$ cat src/rtl/crf_pkg.sv
package crf_pkg;
  localparam int FIELD_W = 4;

  typedef struct packed {
    logic lt;
    logic gt;
    logic eq;
    logic so;
  } crf_flags_t;

  typedef enum logic [1:0] {
    SRC_NONE = 2'd0,
    SRC_CMP  = 2'd1,
    SRC_RES  = 2'd2,
    SRC_MW   = 2'd3
  } crf_src_e;
endpackage

$ cat src/rtl/crf_compare.sv
module crf_compare
  import crf_pkg::*;
#(
  parameter int DATA_W = 32,
  parameter int IMM_W  = 16
) (
  input  logic [DATA_W-1:0] op_a,
  input  logic [DATA_W-1:0] op_b,
  input  logic [IMM_W-1:0]  imm,
  input  logic              use_imm,
  input  logic              is_signed,
  input  logic              so,
  output crf_flags_t        flags
);
  localparam int EXT_W = DATA_W - IMM_W;

  function automatic logic [DATA_W-1:0] extend_imm(input logic [IMM_W-1:0] v, input logic sgn);
    logic fill;
    fill = sgn & v[IMM_W-1];
    return {{EXT_W{fill}}, v};
  endfunction

  function automatic logic less_than(input logic [DATA_W-1:0] x, input logic [DATA_W-1:0] y,
                                     input logic sgn);
    if (sgn) return $signed(x) < $signed(y);
    return x < y;
  endfunction

  logic [DATA_W-1:0] rhs;
  logic              is_lt, is_eq;

  always_comb begin
    rhs   = use_imm ? extend_imm(imm, is_signed) : op_b;
    is_lt = less_than(op_a, rhs, is_signed);
    is_eq = (op_a == rhs);
    flags.lt = is_lt;
    flags.gt = ~is_lt & ~is_eq;
    flags.eq = is_eq;
    flags.so = so;
  end
endmodule

$ cat src/rtl/crf_field_merge.sv
module crf_field_merge #(
  parameter int NFIELD  = 8,
  parameter int FIELD_W = 4
) (
  input  logic [NFIELD*FIELD_W-1:0] cur,
  input  logic [NFIELD-1:0]         wr_en,
  input  logic [NFIELD*FIELD_W-1:0] new_data,
  output logic [NFIELD*FIELD_W-1:0] nxt
);
  for (genvar k = 0; k < NFIELD; k++) begin : g_field
    localparam int LO = (NFIELD - 1 - k) * FIELD_W;
    assign nxt[LO +: FIELD_W] = wr_en[k] ? new_data[LO +: FIELD_W] : cur[LO +: FIELD_W];
  end
endmodule

$ cat src/rtl/crf_cmp_unit.sv
module crf_cmp_unit
  import crf_pkg::*;
#(
  parameter int DATA_W = 32,
  parameter int IMM_W  = 16,
  parameter int NFIELD = 8
) (
  input  logic                      clk,
  input  logic                      rst_n,
  input  logic                      cmp_valid,
  input  logic [$clog2(NFIELD)-1:0] cmp_field,
  input  logic                      cmp_signed,
  input  logic                      cmp_use_imm,
  input  logic [DATA_W-1:0]         cmp_a,
  input  logic [DATA_W-1:0]         cmp_b,
  input  logic [IMM_W-1:0]          cmp_imm,
  input  logic                      so_in,
  input  logic                      res_valid,
  input  logic [DATA_W-1:0]         res_value,
  input  logic                      res_ov_valid,
  input  logic                      res_ov,
  input  logic                      mw_valid,
  input  logic [NFIELD-1:0]         mw_mask,
  input  logic [NFIELD*FIELD_W-1:0] mw_data,
  output logic [NFIELD*FIELD_W-1:0] cr_out
);
  localparam int CR_W = NFIELD * FIELD_W;

  crf_flags_t        cmp_flags, res_flags;
  logic              res_so;
  crf_src_e          src;
  logic [NFIELD-1:0] wr_en;
  logic [CR_W-1:0]   new_data, cr_nxt, cr_q;

  crf_compare #(.DATA_W(DATA_W), .IMM_W(IMM_W)) u_cmp (
    .op_a(cmp_a), .op_b(cmp_b), .imm(cmp_imm), .use_imm(cmp_use_imm),
    .is_signed(cmp_signed), .so(so_in), .flags(cmp_flags)
  );

  assign res_so = so_in | (res_ov_valid & res_ov);

  crf_compare #(.DATA_W(DATA_W), .IMM_W(IMM_W)) u_res (
    .op_a(res_value), .op_b('0), .imm('0), .use_imm(1'b0),
    .is_signed(1'b1), .so(res_so), .flags(res_flags)
  );

  always_comb begin
    if (cmp_valid)      src = SRC_CMP;
    else if (res_valid) src = SRC_RES;
    else if (mw_valid)  src = SRC_MW;
    else                src = SRC_NONE;
  end

  always_comb begin
    wr_en    = '0;
    new_data = '0;
    unique case (src)
      SRC_CMP: begin
        wr_en[cmp_field] = 1'b1;
        new_data = {NFIELD{cmp_flags}};
      end
      SRC_RES: begin
        wr_en[0] = 1'b1;
        new_data = {NFIELD{res_flags}};
      end
      SRC_MW: begin
        for (int k = 0; k < NFIELD; k++) wr_en[k] = mw_mask[NFIELD-1-k];
        new_data = mw_data;
      end
      default: ;
    endcase
  end

  crf_field_merge #(.NFIELD(NFIELD), .FIELD_W(FIELD_W)) u_merge (
    .cur(cr_q), .wr_en(wr_en), .new_data(new_data), .nxt(cr_nxt)
  );

  always_ff @(posedge clk) begin
    if (!rst_n) cr_q <= '0;
    else        cr_q <= cr_nxt;
  end

  assign cr_out = cr_q;
endmodule

$ cat config.mk
export PLATFORM = sky130hd
export DESIGN_NAME = crf_cmp_unit
export DESIGN_NICKNAME = d
export VERILOG_FILES = /design/src/rtl/crf_pkg.sv /design/src/rtl/crf_compare.sv /design/src/rtl/crf_field_merge.sv /design/src/rtl/crf_cmp_unit.sv
export SDC_FILE = /design/constraint.sdc
export NUM_CORES = 1
export LEC_CHECK = 0
export ABC_AREA = 1
export CORE_MARGIN = 2
export CORE_UTILIZATION = 35
export DETAILED_ROUTE_END_ITERATION = 8
export GPL_TIMING_DRIVEN = 0
export HOLD_SLACK_MARGIN = 0.02
export PLACE_DENSITY = 0.82
export SLEW_MARGIN = 25
export SYNTH_ARGS = -nofsm -noshare
export SYNTH_HDL_FRONTEND = slang
export SYNTH_SLANG_ARGS = --single-unit
$ cat constraint.sdc
create_clock -name clk -period 2.7 [get_ports clk]
set_input_delay 0.54 -clock clk [delete_from_list [all_inputs] [get_ports clk]]
set_output_delay 0.54 -clock clk [all_outputs]
set_load 0.02 [all_outputs]
==> metrics.md <==
| Metric | Value |
|---|---|
| Hold WC Path Type | reg2reg |
| Sequential area share after synthesis | 0.2396 |
| CORE AREA | roughly 7300 um^2 |
| Measured slew at the worst slew-check pin | between 0.4 and 0.5 ns |
| Vias in the first global route | ~3500 |
| DRC viols | 0 |
| Worst EP arrival | between 2 and 3 ns |
| Seq cells post-synth | 32 |
| Clk_lat worst skew | 0.28 ns |
| Total global routing overflow | 0 |
| Vias per cell | ~5 |
| Placed Cells | 676 |
| RSZ-0062 raised after global routing | false |
| Share of layout cells above drive strength 1 | 0.1237 |
| EDFF count, synth | 0 |
| Slew margin rel. | 0.6744 |
| Root Buffer | clkbuf_8 |
| Post-synth top area share | 0.2396 |
| CP Cell Sequence | clkbuf_2 > buf_2 > mux2i_1 > ha_1 > nand2_1 > inv_1 > nand2_1 > nand2_1 > nand2_1 > nand2_1 > nand2_1 > nand2_1 > nand2_1 > nand2_1 > nand2_2 > nand3_4 > a21oi_1 |
| Layout Nets | around 800 |
| # IOs | roughly 200 |
| Max reg flops | 32 |
| Final hold viol count | 0 |
| All-Layer GR Usage | 0.2437 |
| Slowest CP cell | buf_2 |
| Highest Clock Rate | around 0.41 GHz |
| Worst path buffer plus inverter count | 3 |
| Initial core utilization | 0.3647 |
| CTS tree | built |
| Critical path peak fanout | 10 |
| H-tree depth | 2 |
| Layout area overhead | 87.93% |
| Final wirelength | between 10000 and 15000 um |
| Leak Pwr | between 0.002 and 0.0025 uW |
| Slowest stage delay, CP | 0.34 ns |
| Synth cell types | 32 |
| Top-count cell post-synth | nand2_1 |
| Mapped Cells | approximately 380 |
| DIE HEIGHT | 91.41 um |
| Cell area after synthesis | between 2000 and 3000 um^2 |
| Final instance area | between 5000 and 6000 um^2 |
| Port bufs | between 150 and 200 |
| GPL Wtd Cong | approximately 0.85 |
| Worst-path clk slew | ~0.07 ns |
| Status | complete, no violations |
| Total power divided by cell area | about 340 nW/um^2 |
| DIE AREA | 8355 um^2 |
| Via count | approximately 3400 |
| Setup-failing EPs final | 0 |
| YS warnings | 0 |
| Placed cell area | 4750 um^2 |
| Cts hold-fix bufs | 0 |
| Antenna violations before repair | 0 |
| Largest net degree at the start of global routing | 11 |
| First-pass GRT wire length | roughly 17000 um |
| Number of max-cap violations | 0 |
| Finished Layout Cells | a little under 700 |
| Syn_area_per_cell | between 6 and 7 um^2 |
| Final Max Tran Viols | 0 |
| Syn_nets | 579 |
| Routed length per instance | 15.07 um |
| Period Utilization, post-route | 0.9094 |
| FP Rows | 31 |
| Clock Skews | 0 ns |
| DP Worst Slack | -0.8338 ns |
| Final WS setup | around 0.24 ns |
| Post-route ant nets | 0 |
| Startpoint Class | primary input |
| Maximum root-to-sink buffer count | 2 |
| Cell family with most CP delay | simple AND/OR/NAND/NOR gates |
| Max VDD drop | 0.3466 mV |
| Critical path class | in2reg |
| Primary FF master, synth | dfxtp_1 |
| Cell mode on critical path | nand2_1 |
| Critical Path End Type | flop |
| 1st-pass router iterations | 4 |
| Final HPWL DP | roughly 8100 um |
| Starting DRT DRC Count | 133 |
| Final critical-path required period | 2.455 ns |
| List of most frequent post-synthesis cells | nand2_1 (59), a21oi_1 (57), nor2_1 (42) |
| Ant. Diodes | 0 |
| Overall die width | between 90 and 100 um |
| Design Power | approximately 1700 uW |
| CTS Buf Count | 5 |
| CTS sink count | 32 |
| Synth area leader | dfxtp_1 |
| WP data required | just under 3 ns |
| Area contributors post-synth | dfxtp_1 (24%), ha_1 (15%), a21oi_1 (11%), nand2_1 (8.3%), o21ai_0 (7.5%) |
| Async SR Flop Fraction | 0 |
-- power by group --
group	leakage (uW)	total (uW)	internal, uW	switching [uW]
clock	0.0000552	457	274	183
sequential	0.000262	520	503	16.9
combinational	0.00186	711	399	312
-- worst paths after layout --
path	cells past startpoint	from	slack, ns	endpoint
setup / recovery	17	cmp_use_imm	0.24	cr_out[26]
setup reg to reg	2	cr_out[27]	1.98	cr_out[27]
hold reg to reg	2	cr_out[21]	0.50	cr_out[21]
hold / removal	2	cr_out[21]	0.50	cr_out[21]
-- repair_timing --
action                     CTS  global route
setup buffers                1             3
pin swaps                    4            11
resized for setup            8            31
setup endpoints to repair   24            24
gates cloned                 0             1
-- final cells by class --
| cell class | count | area, um^2 |
|---|---|---|
| tap | 99 | 123.9 |
| sequential | 32 | 640.6 |
| multi-input combinational | 302 | 1929 |
| buffer | 12 | 72.57 |
| fill | 603 | 2306 |
| clock inverter | 2 | 35.03 |
| inverter | 36 | 135.1 |
| timing repair buffer | 200 | 2016 |
| clock buffer | 6 | 72.57 |
-- kinds of logic after synthesis --
| logic type | synth area share |
|---|---|
| simple gates | 0.2115 |
| buf+inv | 0.07253 |
| compound gates | 0.2700 |
| flops | 0.2396 |
| mux | 0.05662 |
| fa+ha+maj | 0.1497 |
-- worst register-to-register path, stage by stage, from the launching register on --
cell	delay, ns
dfxtp_1	0.32
o21ai_0	0.23
a21oi_2	0.05
-- placed cells by master, fill, tap and decap left out, drive strengths merged --
master and instances:
a21o 2, a21oi 65, a221oi 2, a22oi 2, a31oi 1, buf 11, bufinv 1, clkbuf 12
clkdlybuf4s50 193, clkinv 1, dfxtp 32, dlymetal6s2s 2, ha 32, inv 36, mux2 1, mux2i 14
nand2 64, nand3 16, nand4 2, nor2 46, nor3 1, o211a 1, o211ai 7, o21a 1
o21ai 45
-- routing by layer --
layer | vias to the layer above | routed length (um) | GRT usage
li1 | 1735 | - | -
met1 | 1519 | 4109 | 0.2762
met2 | 146 | 5267 | 0.4369
met3 | 27 | 654 | 0.05145
met4 | 0 | 351 | 0.1048
met5 | - | 0 | 0
-- metrics by stage --
| stage | setup TNS (ns) | util | hold slack (ns) |
|---|---|---|---|
| after floorplan | 0 | - | 0.5861 |
| after global placement | -15.41 | 0.6479 | 0.4795 |
| after detailed placement | -18.14 | 0.6479 | 0.4833 |
| after CTS | 0 | 0.6675 | 0.5049 |
| after global routing | 0 | 0.6854 | 0.5221 |
| final | 0 | 0.6854 | 0.5016 |
No activity file was read; power rests on OpenSTA's default activity.
